<file path="config.mk">
export PLATFORM = sky130hd
export DESIGN_NAME = intc_regs
export DESIGN_NICKNAME = d
export VERILOG_FILES = /design/src/rtl/intc_regs.sv
export SDC_FILE = /design/constraint.sdc
export NUM_CORES = 1
export LEC_CHECK = 0
export CORE_ASPECT_RATIO = 0.5
export CORE_MARGIN = 2
export CORE_UTILIZATION = 35
export CTS_CLUSTER_SIZE = 24
export DETAILED_ROUTE_END_ITERATION = 10
export SLEW_MARGIN = 30
export SYNTH_ARGS = -nofsm -noshare
export SYNTH_HDL_FRONTEND = slang
export SYNTH_SLANG_ARGS = --single-unit
export TNS_END_PERCENT = 10
</file>
<file path="constraint.sdc">
create_clock -name clk -period 3.3 [get_ports clk]
set_clock_uncertainty 0.15 [all_clocks]
set_input_delay 0.99 -clock clk [delete_from_list [all_inputs] [get_ports clk]]
set_output_delay 0.99 -clock clk [all_outputs]
set_load 0.01 [all_outputs]
</file>
<file path="src/rtl/intc_regs.sv">
module intc_regs #(
  parameter int NSRC = 32,
  parameter int AW   = 6
) (
  input  logic            clk,
  input  logic            rst_n,
  input  logic [NSRC-1:0] src_i,
  input  logic [AW-1:0]   addr_i,
  input  logic [NSRC-1:0] wdata_i,
  input  logic            we_i,
  input  logic            priv_i,
  output logic [NSRC-1:0] rdata_o,
  output logic [NSRC-1:0] irq_pend_o,
  output logic            irq_o,
  output logic            fiq_o
);

  localparam logic [AW-1:0] A_IRQST  = AW'(0);
  localparam logic [AW-1:0] A_FIQST  = AW'(1);
  localparam logic [AW-1:0] A_RAW    = AW'(2);
  localparam logic [AW-1:0] A_ROUTE  = AW'(3);
  localparam logic [AW-1:0] A_ENSET  = AW'(4);
  localparam logic [AW-1:0] A_ENCLR  = AW'(5);
  localparam logic [AW-1:0] A_SWSET  = AW'(6);
  localparam logic [AW-1:0] A_SWCLR  = AW'(7);
  localparam logic [AW-1:0] A_LOCK   = AW'(8);

  logic [NSRC-1:0] route_q, en_q, sw_q;
  logic            lock_q;
  logic            allow, wr_ok;
  logic [NSRC-1:0] level, irq_st, fiq_st;

  assign allow  = !lock_q || priv_i;
  assign wr_ok  = we_i && allow;
  assign level  = src_i | sw_q;
  assign irq_st = level & en_q & ~route_q;
  assign fiq_st = level & en_q & route_q;
  assign irq_pend_o = irq_st;

  always_ff @(posedge clk or negedge rst_n) begin
    if (!rst_n) begin
      route_q <= '0;
      en_q    <= '0;
      sw_q    <= '0;
      lock_q  <= 1'b0;
    end else if (wr_ok) begin
      case (addr_i)
        A_ROUTE: route_q <= wdata_i;
        A_ENSET: en_q    <= en_q | wdata_i;
        A_ENCLR: en_q    <= en_q & ~wdata_i;
        A_SWSET: sw_q    <= sw_q | wdata_i;
        A_SWCLR: sw_q    <= sw_q & ~wdata_i;
        A_LOCK:  lock_q  <= wdata_i[0];
        default: ;
      endcase
    end
  end

  always_ff @(posedge clk or negedge rst_n) begin
    if (!rst_n) begin
      irq_o <= 1'b0;
      fiq_o <= 1'b0;
    end else begin
      irq_o <= |irq_st;
      fiq_o <= |fiq_st;
    end
  end

  always_comb begin
    rdata_o = '0;
    if (allow) begin
      case (addr_i)
        A_IRQST: rdata_o = irq_st;
        A_FIQST: rdata_o = fiq_st;
        A_RAW:   rdata_o = level;
        A_ROUTE: rdata_o = route_q;
        A_ENSET: rdata_o = en_q;
        A_SWSET: rdata_o = sw_q;
        A_LOCK:  rdata_o = {{(NSRC-1){1'b0}}, lock_q};
        default: rdata_o = '0;
      endcase
    end
  end


  irq_out_chk: assert property (@(posedge clk) disable iff (!rst_n)
    irq_o == $past(|((src_i | sw_q) & en_q & ~route_q)));


  fiq_out_chk: assert property (@(posedge clk) disable iff (!rst_n)
    fiq_o == $past(|((src_i | sw_q) & en_q & route_q)));


  lock_block_chk: assert property (@(posedge clk) disable iff (!rst_n)
    (we_i && lock_q && !priv_i) |=> ($stable(en_q) && $stable(route_q) && $stable(sw_q) && lock_q));


  en_clear_chk: assert property (@(posedge clk) disable iff (!rst_n)
    (wr_ok && addr_i == A_ENCLR) |=> ((en_q & $past(wdata_i)) == '0));


  sw_set_chk: assert property (@(posedge clk) disable iff (!rst_n)
    (wr_ok && addr_i == A_SWSET) |=> ((sw_q & $past(wdata_i)) == $past(wdata_i)));


  pend_view_chk: assert property (@(posedge clk) disable iff (!rst_n)
    (allow && addr_i == A_IRQST) |-> (rdata_o == irq_pend_o));

endmodule

</file>
## Yosys cells after proc, flatten, opt, wreduce, memory -nomap -nowiden

Index checks and enable logic that the tools add are counted.

- Register bits: 99
- Word-level logic and storage cells: 40
- Output and inout port bits: 66
- Bits of input ports: 74

- Equal/unequal tests: 8
- Bitwise logic cells: 10
- Reductions and logical operators: 12
- Multiplexer cells: 4

Operator list:

| cell | count |
|---|---|
| one-hot mux 32 bit (7 select lines) | 1 |
| bitwise AND 32 bit | 5 |
| one-hot mux 32 bit (2 select lines) | 2 |
| bitwise OR 32 bit | 3 |
| inverter 32 bit | 2 |
| OR reduction 32 bit | 2 |
| 2-to-1 mux 32 bit | 1 |
| == test 6 x 3 -> 1 bit, second input constant | 4 |
| == test 6 x 2 -> 1 bit, second input constant | 2 |
| AND reduction 2 bit | 4 |
| == test 6 x 1 -> 1 bit, second input constant | 1 |
| == test 6 x 4 -> 1 bit, second input constant | 1 |
| zero test 6 bit | 1 |
| nonzero test 2 bit | 2 |
| logical AND 1 bit | 1 |
| zero test 1 bit | 1 |
| logical OR 1 bit | 1 |

## Longest topological paths before layout

- Word-level depth: 5
- Mapped depth: 7
- Gate-level depth less buffers: 5

## Least setup slack after synthesis

Ideal clock, no wire load.

- Kind: input-to-output
- From: input addr_i[2]
- To: output rdata_o[18]
- Data arrival time: 2.441 ns
- Required time: 2.160 ns
- Cell stages on the path: 5
- Slack: -0.281 ns
- Cells stage by stage: or3_4 -> nor4_1 -> clkbuf_1 -> a32oi_1 -> a21oi_1

- Longest elaborated chain between the ends: 3
- Elaborated cells on any way between the ends: 9
- Classes of those cells: 6 x eq/ne; 2 x mux; 1 x reduce/logical

Ends and longest elaborated chain:

| item | RTL line | text |
|---|---|---|
| from (decl) | 8 | `input logic [AW-1:0] addr_i,` |
| == test 6 x 4 -> 1 bit (tied with other cells) | 72 | `case (addr_i)` |
| one-hot mux 32 bit (7 select lines) (*) | 72 |  |
| 2-to-1 mux 32 bit (*) | 71 | `if (allow) begin` |
| to (decl) | 12 | `output logic [NSRC-1:0] rdata_o,` |

Every way passes the cells marked *; elsewhere a longest branch is shown, timed or not.

## Worst setup path in the final report

- From: input addr_i[5]
- To: output rdata_o[9]

The elaborated chain is that of the path after synthesis.

==> metrics.txt <==
status=complete, but fails checks; failing checks=negative setup slack; clk buf depth=2; #FFs+latches synth=between 90 and 100; vias per inst=5.82; vias in the first global route=between 6000 and 7000; first drt pass iteration count=5; Reg2Reg Capture Point=irq_o; period utilization=1.12; Worst Tran Pin Value=0.472 ns; total number of vias=~6500; # hold bufs at CTS=0; CTS root buf=clkbuf_16; Final Hold Violating Endpoints=0; final wirelength=roughly 23000 µm; Die Y=about 95 µm; Net Count, Synth=a little over 700; Nets=954; Arr. time, crit path=2.56 ns; first-iteration detailed-routing DRC count=roughly 540; hpwl dp=between 15000 and 20000 µm; first-pass GRT wire length=about 35000 µm; final worst slack=-0.402 ns; ant diodes=0; Worst Setup EP=rdata_o[9]; post-synth top area cell=dfrtp_1; number of CTS-inserted buffers=9; antenna violations before repair=1; Synth area leaders=dfrtp_1 43%, a21oi_1 14%, mux2_4 7.2%; sequential share of the synthesized area=0.426; critical path launch point type=primary input; GR Overflow Total=0; final setup TNS=-16.29 ns; Yosys warning count=0; HP Class=reg2reg; Worst Setup SP=addr_i[5]; Synth top area share=0.426; top cells by count, synth=157 x a21oi_1, 99 x dfrtp_1, 66 x a31oi_1; post-synthesis cell count=about 650; Die W=roughly 190 µm; CTS tree=yes; IO Pins=140; power per cell area=approximately 440 nW/µm²; clock slew at reported path FFs=approximately 0.060 ns; reg2reg path depth=7; PortBufs=139; H-tree depth=3; unrepaired setup endpoints after global routing=true; crit path kind=in2out; pin count of the biggest net entering global routing=between 70 and 80; P&R area growth vs syn=53.9%; share of layout cells above drive strength 1=0.313; syn avg cell area=between 9 and 10 µm²; Max-Cap Viols=0; Cell Area, Synth=a little under 6000 µm²; CP max FO=11; RePlAce Congestion=0.844; DR WL/cell=around 21 µm; core area=~16000 µm²; clk_lat worst skew=approximately 0.35 ns; fin crit period=3.70 ns; Final setup viols=50; Row Count=33; max frequency=between 200 and 300 MHz; Max Transition Viols Final=0; P_leak=around 3.8 nW; most common cell in the netlist=a21oi_1; number of distinct library cells after synthesis=40; die area=around 18000 µm²; Synth Flop Type=dfrtp_1; Worst Path Required=between 2 and 2.5 ns; Fill cells=around 1500; endpoint class of the critical path=primary output; relative max-transition margin=0.683; Core Util, Final=0.549; DRC=0; Final ANT Viol Nets=0; R2R Setup Slk=about 1.1 ns; gr usage total=0.259; peak supply drop=0.318 mV; Clock Sinks=just under 100; ys async rst share=1.00; initial core utilization=0.356; EDFF count, synth=0
## cell families (layout without fill, tap and decap cells)
logic type,after synthesis,in the layout,synth area share
compound gates,314,314,0.321
flops,99,99,0.426
simple gates,135,135,0.117
xor+xnor,9,9,0.0136
buf+inv,56,296,0.0420
mux,32,32,0.0801
## critical path, cell delays in order
cell and delay [ns]:
buf_6 0.09, or3_4 0.41, buf_6 0.13, nor4_4 0.17, buf_4 0.20, clkbuf_16 0.18, a32oi_1 0.07, a21oi_2 0.17
buf_2 0.15
## power by group
part           total (mW)  internal, mW  switching (mW)
Combinational        1.22         0.664           0.554
Sequential           1.65          1.42           0.226
Clock                1.06         0.593           0.467
## cell type report
cell class / count / area [µm²] / area share
flip-flops and latches: 99 / 2480 / 0.277
inverters: 10 / 37.5 / 0.00420
clock buffers: 11 / 233 / 0.0260
well taps: 227 / 284 / 0.0317
multi-input cells: 490 / 3370 / 0.376
repair buffers: 270 / 2490 / 0.278
clock inverters: 5 / 61.3 / 0.00685
## repair_timing
| item | 4_1_cts | 5_1_grt |
|---|---|---|
| resized for setup | 197 | 32 |
| pin swaps | 20 | 16 |
| endpoints found under the setup margin | 64 | 62 |
| gates cloned | 2 | 3 |
| setup buffers | 7 | 5 |
## through the flow
step	hold WS (ns)	worst slack (ns)	power (mW)	area [µm²]	std cells
3_3_place_gp	0.358	-1.06	2.81	8460	1080
6_report	0.384	-0.402	3.93	8950	1112
3_5_place_dp	0.369	-1.09	2.84	8460	1080
4_1_cts	0.388	-0.392	3.91	8800	1105
5_1_grt	0.418	-0.481	4.14	8950	1112
2_1_floorplan	0.339	-0.0404	2.13	5970	645
## routing by layer
metal / GRT usage / share of wire / vias up
li1: - / - / 2943
met1: 0.367 / 0.44 / 3193
met2: 0.418 / 0.46 / 317
met3: 0.0420 / 0.085 / 21
met4: 0.0591 / 0.0097 / 0
met5: 0 / 0 / -
## cell usage in the layout (no fill, tap or decap), types with 3 or more instances in the layout
cell and count:
nor2b_4 4, nor2_1 54, clkdlybuf4s50_1 84, nor2_2 4
buf_4 105, buf_2 33, a32oi_1 25, o21ai_1 7
a22oi_1 3, buf_12 13, o21ai_0 16, nor2_4 3
dfrtp_1 99, o21a_1 8, clkdlybuf4s15_2 4, xnor2_1 8
dlygate4sd2_1 4, mux2_4 28, clkdlybuf4s15_1 6, o2111ai_1 5
dlymetal6s2s_1 4, nand2b_1 24, a21oi_2 30, a31oi_1 66
nor4_1 10, nand2_1 12, nor2b_2 3, a32oi_2 4
a21oi_1 127, o211ai_1 16, buf_6 12, inv_1 10
clkbuf_16 12, nand4_1 3
## worst min path at each step
stage,startpoint,end,cells after the start
floorplan,lock_q,lock_q,1
global placement,lock_q,lock_q,1
detailed placement,lock_q,lock_q,1
CTS,lock_q,lock_q,1
global route,rst_n,async pin,1
finish,lock_q,lock_q,1
(Power assumes the default switching activity.)
